File: config.mk
export PLATFORM = sky130hd
export DESIGN_NAME = irq_status_unit
export DESIGN_NICKNAME = d
export VERILOG_FILES = /design/src/rtl/isu_pkg.sv /design/src/rtl/isu_status_reg.sv /design/src/rtl/isu_irq_gen.sv /design/src/rtl/irq_status_unit.sv
export SDC_FILE = /design/constraint.sdc
export NUM_CORES = 1
export LEC_CHECK = 0
export BUFFER_PORTS_ARGS = -buffer_cell sky130_fd_sc_hd__clkbuf_2
export CAP_MARGIN = 20
export CORE_MARGIN = 2
export CORE_UTILIZATION = 58
export DETAILED_ROUTE_END_ITERATION = 8
export GPL_TIMING_DRIVEN = 0
export PLACE_DENSITY = 0.86
export SYNTH_ARGS = -nofsm -noshare
export SYNTH_HDL_FRONTEND = slang
export SYNTH_HIERARCHICAL = 1
export SYNTH_SLANG_ARGS = --single-unit
File: constraint.sdc
create_clock -name clk -period 2.6 [get_ports clk]
set_clock_uncertainty 0.15 [all_clocks]
set_input_delay 0.26 -clock clk [delete_from_list [all_inputs] [get_ports clk]]
set_output_delay 0.26 -clock clk [all_outputs]
set_load 0.02 [all_outputs]
File: src/rtl/isu_pkg.sv
package isu_pkg;
  localparam int REG_W  = 8;
  localparam int ADDR_W = 2;
  localparam int NREG   = 2;

  localparam logic [ADDR_W-1:0] A_STAT0 = 2'd0;
  localparam logic [ADDR_W-1:0] A_STAT1 = 2'd1;
  localparam logic [ADDR_W-1:0] A_CFG   = 2'd2;

  // Bit positions of status register 0; a neighbour decodes these.
  typedef enum int {
    EV_RX_POOL_FULL = 0,
    EV_RX_OVERFLOW  = 1,
    EV_CD_CHANGE    = 2,
    EV_PLL_LOST     = 3,
    EV_FRAME_ERR    = 4,
    EV_PARITY_ERR   = 5,
    EV_TIMEOUT      = 6,
    EV_TX_CHAR      = 7
  } ev0_bit_e;

  localparam int CFG_VIS_BIT = 0;
endpackage

File: src/rtl/isu_status_reg.sv
module isu_status_reg #(
  parameter int W = 8
) (
  input  logic         clk,
  input  logic         rst,
  input  logic [W-1:0] evt_i,
  input  logic         vis_i,
  input  logic         mask_we_i,
  input  logic [W-1:0] mask_wdata_i,
  input  logic         rd_clr_i,
  output logic [W-1:0] status_o,
  output logic [W-1:0] mask_o,
  output logic [W-1:0] pend_next_o,
  output logic         hit_o
);
  logic [W-1:0] status_q, mask_q, set_v, status_d;

  always_comb begin
    set_v       = evt_i & (vis_i ? {W{1'b1}} : ~mask_q);
    status_d    = (rd_clr_i ? {W{1'b0}} : status_q) | set_v;
    pend_next_o = status_d & ~mask_q;
    hit_o       = |(evt_i & ~mask_q);
  end

  always_ff @(posedge clk) begin
    if (rst) begin
      status_q <= '0;
      mask_q   <= '1;
    end else begin
      status_q <= status_d;
      if (mask_we_i) mask_q <= mask_wdata_i;
    end
  end

  assign status_o = status_q;
  assign mask_o   = mask_q;

  p_evt_onehot_r2: assert property (@(posedge clk) disable iff (rst)
    $onehot0(evt_i));

  p_unmasked_sets_r3: assert property (@(posedge clk) disable iff (rst)
    ((evt_i & ~mask_q) != '0) |=>
      ((status_q & $past(evt_i & ~mask_q)) == $past(evt_i & ~mask_q)));

  p_masked_hidden_r4: assert property (@(posedge clk) disable iff (rst)
    (!vis_i && ((evt_i & mask_q & ~status_q) != '0)) |=>
      ((status_q & $past(evt_i & mask_q & ~status_q)) == '0));

  p_event_kept_on_read_r9: assert property (@(posedge clk) disable iff (rst)
    (rd_clr_i && ((evt_i & ~mask_q) != '0)) |=>
      (status_o == $past(evt_i & ~mask_q)));

  p_reset_state_r10: assert property (@(posedge clk)
    rst |=> (status_q == '0 && mask_q == '1));
endmodule

File: src/rtl/isu_irq_gen.sv
module isu_irq_gen #(
  parameter int N = 2
) (
  input  logic         clk,
  input  logic         rst,
  input  logic [N-1:0] hit_i,
  input  logic         clr_i,
  input  logic         pend_any_i,
  output logic         irq_o
);
  logic irq_q, irq_d;

  always_comb begin
    if (|hit_i)     irq_d = pend_any_i;
    else if (clr_i) irq_d = irq_q & pend_any_i;
    else            irq_d = irq_q;
  end

  always_ff @(posedge clk) begin
    if (rst) irq_q <= 1'b0;
    else     irq_q <= irq_d;
  end

  assign irq_o = irq_q;

  p_quiet_hold_r6: assert property (@(posedge clk) disable iff (rst)
    (hit_i == '0 && !clr_i) |=> $stable(irq_o));

  p_no_rise_without_hit_r5: assert property (@(posedge clk) disable iff (rst)
    (hit_i == '0) |=> !$rose(irq_o));
endmodule

File: src/rtl/irq_status_unit.sv
module irq_status_unit
  import isu_pkg::*;
#(
  parameter int DW = REG_W,
  parameter int AW = ADDR_W
) (
  input  logic          clk,
  input  logic          rst,
  input  logic [DW-1:0] evt0_i,
  input  logic [DW-1:0] evt1_i,
  input  logic          bus_we_i,
  input  logic          bus_re_i,
  input  logic [AW-1:0] bus_addr_i,
  input  logic [DW-1:0] bus_wdata_i,
  output logic [DW-1:0] bus_rdata_o,
  output logic          irq_o
);
  localparam int NR = NREG;

  logic [NR-1:0][DW-1:0] evt_v, status_v, mask_v, pend_v;
  logic [NR-1:0]         hit_v, rd_v, wr_v;
  logic                  vis_q, pend_any, clr_any;
  logic [DW-1:0]         rdata_q, rdata_d;

  assign evt_v[0] = evt0_i;
  assign evt_v[1] = evt1_i;

  for (genvar g = 0; g < NR; g++) begin : g_reg
    assign rd_v[g] = bus_re_i && (bus_addr_i == AW'(g));
    assign wr_v[g] = bus_we_i && (bus_addr_i == AW'(g));
    isu_status_reg #(.W(DW)) i_reg (
      .clk          (clk),
      .rst          (rst),
      .evt_i        (evt_v[g]),
      .vis_i        (vis_q),
      .mask_we_i    (wr_v[g]),
      .mask_wdata_i (bus_wdata_i),
      .rd_clr_i     (rd_v[g]),
      .status_o     (status_v[g]),
      .mask_o       (mask_v[g]),
      .pend_next_o  (pend_v[g]),
      .hit_o        (hit_v[g])
    );
  end

  always_comb begin
    pend_any = 1'b0;
    for (int i = 0; i < NR; i++) pend_any = pend_any | (|pend_v[i]);
    clr_any = |rd_v;
  end

  isu_irq_gen #(.N(NR)) i_irq (
    .clk        (clk),
    .rst        (rst),
    .hit_i      (hit_v),
    .clr_i      (clr_any),
    .pend_any_i (pend_any),
    .irq_o      (irq_o)
  );

  always_comb begin
    rdata_d = '0;
    if (bus_addr_i == A_STAT0)     rdata_d = status_v[0];
    else if (bus_addr_i == A_STAT1) rdata_d = status_v[1];
    else if (bus_addr_i == A_CFG)   rdata_d[CFG_VIS_BIT] = vis_q;
  end

  always_ff @(posedge clk) begin
    if (rst) begin
      vis_q   <= 1'b0;
      rdata_q <= '0;
    end else begin
      if (bus_we_i && bus_addr_i == A_CFG) vis_q <= bus_wdata_i[CFG_VIS_BIT];
      if (bus_re_i) rdata_q <= rdata_d;
    end
  end

  assign bus_rdata_o = rdata_q;

  p_irq_matches_pending_r5: assert property (@(posedge clk) disable iff (rst)
    ((|hit_v) && !bus_we_i) |=>
      (irq_o == (|((status_v[0] & ~mask_v[0]) | (status_v[1] & ~mask_v[1])))));

  p_read_returns_status_r7: assert property (@(posedge clk) disable iff (rst)
    (bus_re_i && bus_addr_i == A_STAT0) |=> (bus_rdata_o == $past(status_v[0])));

  p_reset_outputs_r10: assert property (@(posedge clk)
    rst |=> (!irq_o && bus_rdata_o == '0));
endmodule

# Word level (Yosys, flattened, before mapping)
# Cells that the tools add are included.
dict set report totals {
  inputBits 30
  memories 0
  wordCells 42
  rom_bits 0
  latchBits 0
  ff_bits 42
  ramBits 0
  out_inout_bits 9
}
dict set report classes {
  n_lt_le_gt_ge 0
  n_addsub 0
  shifts 0
  n_reduce_logical 11
  div 0
  muxes 10
  multipliers 0
  eq_ne 2
  n_bitwise 12
}
# operator n
set op_table {}
lappend op_table {{AND 8 bit} 6}
lappend op_table {{two-way mux 8 bit} 5}
lappend op_table {{NOT 8 bit} 2}
lappend op_table {{OR 8 bit} 2}
lappend op_table {{OR reduction 16 bit} 1}
lappend op_table {{OR reduction 8 bit} 2}
lappend op_table {{two-way mux 7 bit} 1}
lappend op_table {{logical AND 1 bit} 5}
lappend op_table {{two-way mux 1 bit} 4}
lappend op_table {{equality test 2 x 1 -> 1 bit (second input constant)} 1}
lappend op_table {{equality test 2 bit (second input constant)} 1}
lappend op_table {{logical NOT 2 bit} 1}
lappend op_table {{nonzero test 2 bit} 1}
lappend op_table {{OR reduction 2 bit} 1}
lappend op_table {{AND 1 bit} 1}
lappend op_table {{OR 1 bit} 1}

# Logic depth before layout (Yosys ltp)
dict set report depth {
  ltp_word 10
  mapped_depth 10
  depth_no_buf 9
}

# By module
# The synthesis kept the hierarchy.
# module n_inst seq_area_each_um2 cells_per_inst area_each_um2
set modules_own_cells {}
lappend modules_own_cells {isu_status_reg 2 320.3 90 673.1}
lappend modules_own_cells {irq_status_unit 1 180.2 58 519.2}
lappend modules_own_cells {isu_irq_gen 1 20.0 5 42.5}

# Worst setup path before layout
# No wires, ideal clock.
dict set report synth_timing {
  path_kind {reg-to-reg}
  from {reg g_reg[1].i_reg.mask_q[4]}
  to {reg i_irq.irq_q, in the netlist i_irq/irq_o}
  t_arrival_ns 1.489
  synth_period_minus_slack_ns 1.725
  path_buffers 0
  path_slack_ns 0.875
  required_ns 2.364
  setup_ns 0.086
  stages_incl_launch_ff 5
  path_cell_list {dfxtp_1 -> o22ai_1 -> or4_1 -> or3_1 -> a211oi_1}
}
dict set report synth_between {
  elab_chain_cells 10
  word_cells_on_any_way 13
  classes_between {3 x mux; 7 x bitwise; 3 x reduce/logical}
}
# item line
set synth_lines {}
lappend synth_lines {{start: declaration} isu_status_reg.sv:16} ;# logic [W-1:0] status_q, mask_q, set_v, status_d;
lappend synth_lines {{start signal: assignment} isu_status_reg.sv:31} ;# if (mask_we_i) mask_q <= mask_wdata_i;
lappend synth_lines {{NOT 8 bit *} {isu_status_reg.sv:19, isu_status_reg.sv:21, isu_status_reg.sv:22}}
lappend synth_lines {{two-way mux 8 bit} isu_status_reg.sv:19} ;# set_v = evt_i & (vis_i ? {W{1'b1}} : ~mask_q);
lappend synth_lines {{AND 8 bit} isu_status_reg.sv:19}
lappend synth_lines {{OR 8 bit} isu_status_reg.sv:20} ;# status_d = (rd_clr_i ? {W{1'b0}} : status_q) | set_v;
lappend synth_lines {{AND 8 bit} isu_status_reg.sv:21} ;# pend_next_o = status_d & ~mask_q;
lappend synth_lines {{OR reduction 8 bit} irq_status_unit.sv:48} ;# for (int i = 0; i < NR; i++) pend_any = pend_any | (|pend_v[i]);
lappend synth_lines {{OR 1 bit} irq_status_unit.sv:48}
lappend synth_lines {{AND 1 bit} isu_irq_gen.sv:15} ;# else if (clr_i) irq_d = irq_q & pend_any_i;
lappend synth_lines {{two-way mux 1 bit} isu_irq_gen.sv:15}
lappend synth_lines {{two-way mux 1 bit} isu_irq_gen.sv:14} ;# if (|hit_i) irq_d = pend_any_i;
lappend synth_lines {{end signal: assignment} isu_irq_gen.sv:21} ;# else irq_q <= irq_d;
lappend synth_lines {{end: declaration} isu_irq_gen.sv:11} ;# logic irq_q, irq_d;
# Mark *: on every way between the ends. The rest lies on a longest branch, timed or not. The select of a mux whose other input is x is not followed.
# A chain may end at the register's enable or synchronous reset.

# Final worst setup path
dict set report layout_timing {
  from {in evt1_i[5]}
  to {reg i_irq.irq_q, in the netlist i_irq/irq_o}
}
dict set report layout_between {
  elab_chain_cells 8
  word_cells_on_any_way 11
  classes_between {2 x mux; 6 x bitwise; 3 x reduce/logical}
}
# item line
set layout_lines {}
lappend layout_lines {{start: declaration} irq_status_unit.sv:10} ;# input logic [DW-1:0] evt1_i,
lappend layout_lines {{AND 8 bit} isu_status_reg.sv:19}
lappend layout_lines {{OR 8 bit} isu_status_reg.sv:20}
lappend layout_lines {{AND 8 bit} isu_status_reg.sv:21}
lappend layout_lines {{OR reduction 8 bit} irq_status_unit.sv:48}
lappend layout_lines {{OR 1 bit} irq_status_unit.sv:48}
lappend layout_lines {{AND 1 bit} isu_irq_gen.sv:15}
lappend layout_lines {{two-way mux 1 bit} isu_irq_gen.sv:15}
lappend layout_lines {{two-way mux 1 bit} isu_irq_gen.sv:14}
# Parallel ways exist; a longest one is shown, timed or not. The select of a mux whose other input is x is not followed.

==> reports/qor.txt <==
# clock sinks -> 42
GP Congestion -> 0.9042
Yosys top cell area share -> 44.07%
Int Pwr -> 859.6 uW
Layout area overhead -> 19.61%
Ratio of cells with drive above 1 in the final layout -> 20.95%
Final Worst Setup Slack -> 0.5861 ns
Number of buffers created by CTS -> 5
WS Path Type -> input pin to flip-flop
Port bufs -> 38
I/O pin cnt -> 39
GRT Util Overall -> 27.67%
Nets -> 325
# rows -> 20
Final setup vio count -> 0
Top post-synthesis cells by area -> dfxtp_1, a21oi_1, inv_1, nand2_1, o211ai_1
Fin. Hold Viols -> 2
Final Cycle Share -> 77.46%
Core area -> 0.003103 sq mm
Syn Nets -> 273
DR vias/cell -> 5.374
Yosys top cell by area -> dfxtp_1
Outcome -> complete, but fails checks
Largest net degree at the start of global routing -> 19
Fin Hold WS -> -0.003646 ns
P_sw -> 345.0 uW
First-pass GRT wire length -> 7.583 mm
Clock-pin slew on the worst setup and hold paths -> 0.14 ns
Worst Path Arrival -> 2.16 ns
Total power -> 1205 uW
Skew-Pair Late Insertion Delay -> 0.36 ns
Full die area -> 0.003764 sq mm
Horiz. Die Dim -> 61.36 um
Fin crit period -> 2.014 ns
Worst Tran Pin Value -> 0.6060 ns
DRT Pass-1 Iters -> 4
Setup crit start -> evt1_i[5]
Antenna-violating nets left -> 0
Asr flop ratio synth -> 0%
CTS max path bufs -> 2
Synth cell types -> 28
Antenna Cells -> 0
Die height -> 61.36 um
Clock network power share -> 27.1%
Syn Area/Cell -> 7.852 sq um
Maximum vdd drop -> 0.0004575 V
Ys Warns -> 6
Synth Instances -> 243
Flops & latches, synth -> 42
Final WL -> 4.789 mm
CP max FO -> 2
Seq/Total Area, Yosys -> 44.07%
Initial core utilization -> 61.49%
Final Slew Violations -> 0
Sequential share of power -> 57.9%
Post-synth EDFFs -> 0
Static leakage -> 0.001096 uW
Post-CTS sizing -> 0
Hold crit path type -> input pin to flip-flop
CTS tree -> yes
H-tree depth -> 2
Slew Limit Headroom -> 59.55%
Final HPWL DP -> 3.539 mm
Main synth FF type -> dfxtp_1
Worst r2r src -> g_reg[1].i_reg/mask_o[4]$_SDFFE_PP1P_
Remaining Overflow, GRT -> 0
Drt first-iter violations -> 110
Cell with the most instances after synthesis -> dfxtp_1
Inst Count DP -> 325
Vias in the first global route -> 1704
Routed WL per cell -> 14.09 um
Final core utilization -> 73.55%
Top achievable clock speed -> 496.5 MHz
CP endpoint kind -> flip-flop
Unrepaired setup endpoints after global routing -> false
CP startpoint kind -> input pin
Non-Filler Instances -> 340
Hold path start -> bus_wdata_i[3]
Antenna violations before repair -> 0
Pwr dens -> 527.8 mW/mm^2
Mapped cell area -> 0.001908 sq mm
Most frequent cells after synthesis -> dfxtp_1, a21oi_1, inv_1
Combinational share of power -> 15.0%
Clk root buf -> clkbuf_4
DRC Markers -> 0
Via count -> 1827
# Max-Cap Violations -> 0
Sw Share -> 28.64%
Setup tns final -> 0 ns
Pre-CTS WS -> 0.4342 ns
Worst path required time -> 2.75 ns
Failing checks -> hold timing
## final cells by class
cell class	count	area (sq um)
clock inverters	3	21.27
well taps	44	55.05
flip-flops and latches	42	840.8
plain buffers	9	46.29
repair buffers	45	260.3
multi-input cells	155	882.1
clock buffers	5	37.54
inverters	37	138.9
fillers	271	820.8
## sequential cells by signal (all words and copies together), names as in the netlist
signal and flops:
g.i_reg/status_o 16, i_irq/irq_o 1, g.i_reg/mask_o 16, vis_q 1, bus_rdata_o 8
## kinds of logic after synthesis
logic type	count (synthesis)	share of synthesized area, %
AO/OA/AOI/OAI	81	24.26
buffers and inverters	46	9.704
multiplexers	9	5.181
flip-flops	42	44.07
AND/OR/NAND/NOR	65	16.79
## power by group through the flow
stage	sequential, uW	combinational, uW	clock [uW]
after floorplan	711	102	0
after global placement	709	164	0
after detailed placement	710	169	0
after CTS	696	177	326
after global routing	701	200	361
final	697	181	326
## metrics by stage
stage                     cell area (sq um)  hold WS, ns
after detailed placement               2153       0.3363
final                                  2282    -0.003646
after global routing                   2282     0.006004
after floorplan                        1908       0.1828
after global placement                 2153       0.3225
after CTS                              2272     0.001053
## worst paths after layout
kind | to | slack (ns) | depth (start not counted)
setup / recovery | i_irq/irq_o$_SDFFE_PP0P_ | 0.59 | 7
hold / removal | g_reg[1].i_reg/mask_o[3]$_SDFFE_PP1P_ | -0.004 | 3
setup reg to reg | i_irq/irq_o$_SDFFE_PP0P_ | 0.75 | 4
hold reg to reg | g_reg[1].i_reg/status_o[5]$_SDFF_PP0_ | 0.35 | 2
## per-layer routing
metal  routed length (um)  track usage [%]
met5                    0                0
met4                   68            8.207
met2                 2359            48.02
met3                  257            4.832
met1                 2103            35.30
## timing repair
item                                   4_1_cts  5_1_grt
endpoints found under the hold margin        6        1
hold buffers                                 6        1
buffers inserted                             0        0
## cells in the final DEF (no fill, tap or decap), types with 2 or more instances in the layout
cell type / instances
clkbuf_2: 39
inv_1: 37
clkbuf_4: 5
mux2_2: 7
o211ai_1: 16
or4_1: 2
nand3b_1: 2
nand2_1: 32
clkbuf_1: 4
nor2b_1: 8
a21oi_1: 39
nor2_1: 9
buf_2: 3
o22ai_1: 8
dfxtp_1: 42
nor4_1: 4
o21ai_0: 16
mux2i_1: 2
dlygate4sd3_1: 7
## critical path, cell delays in order
cell           delay [ns]
dlygate4sd3_1        0.53
clkbuf_2             0.12
inv_1                0.07
o22ai_1              0.08
or4_1                0.50
or3_1                0.39
a211oi_1             0.22
No activity file was read; power rests on OpenSTA's default activity.
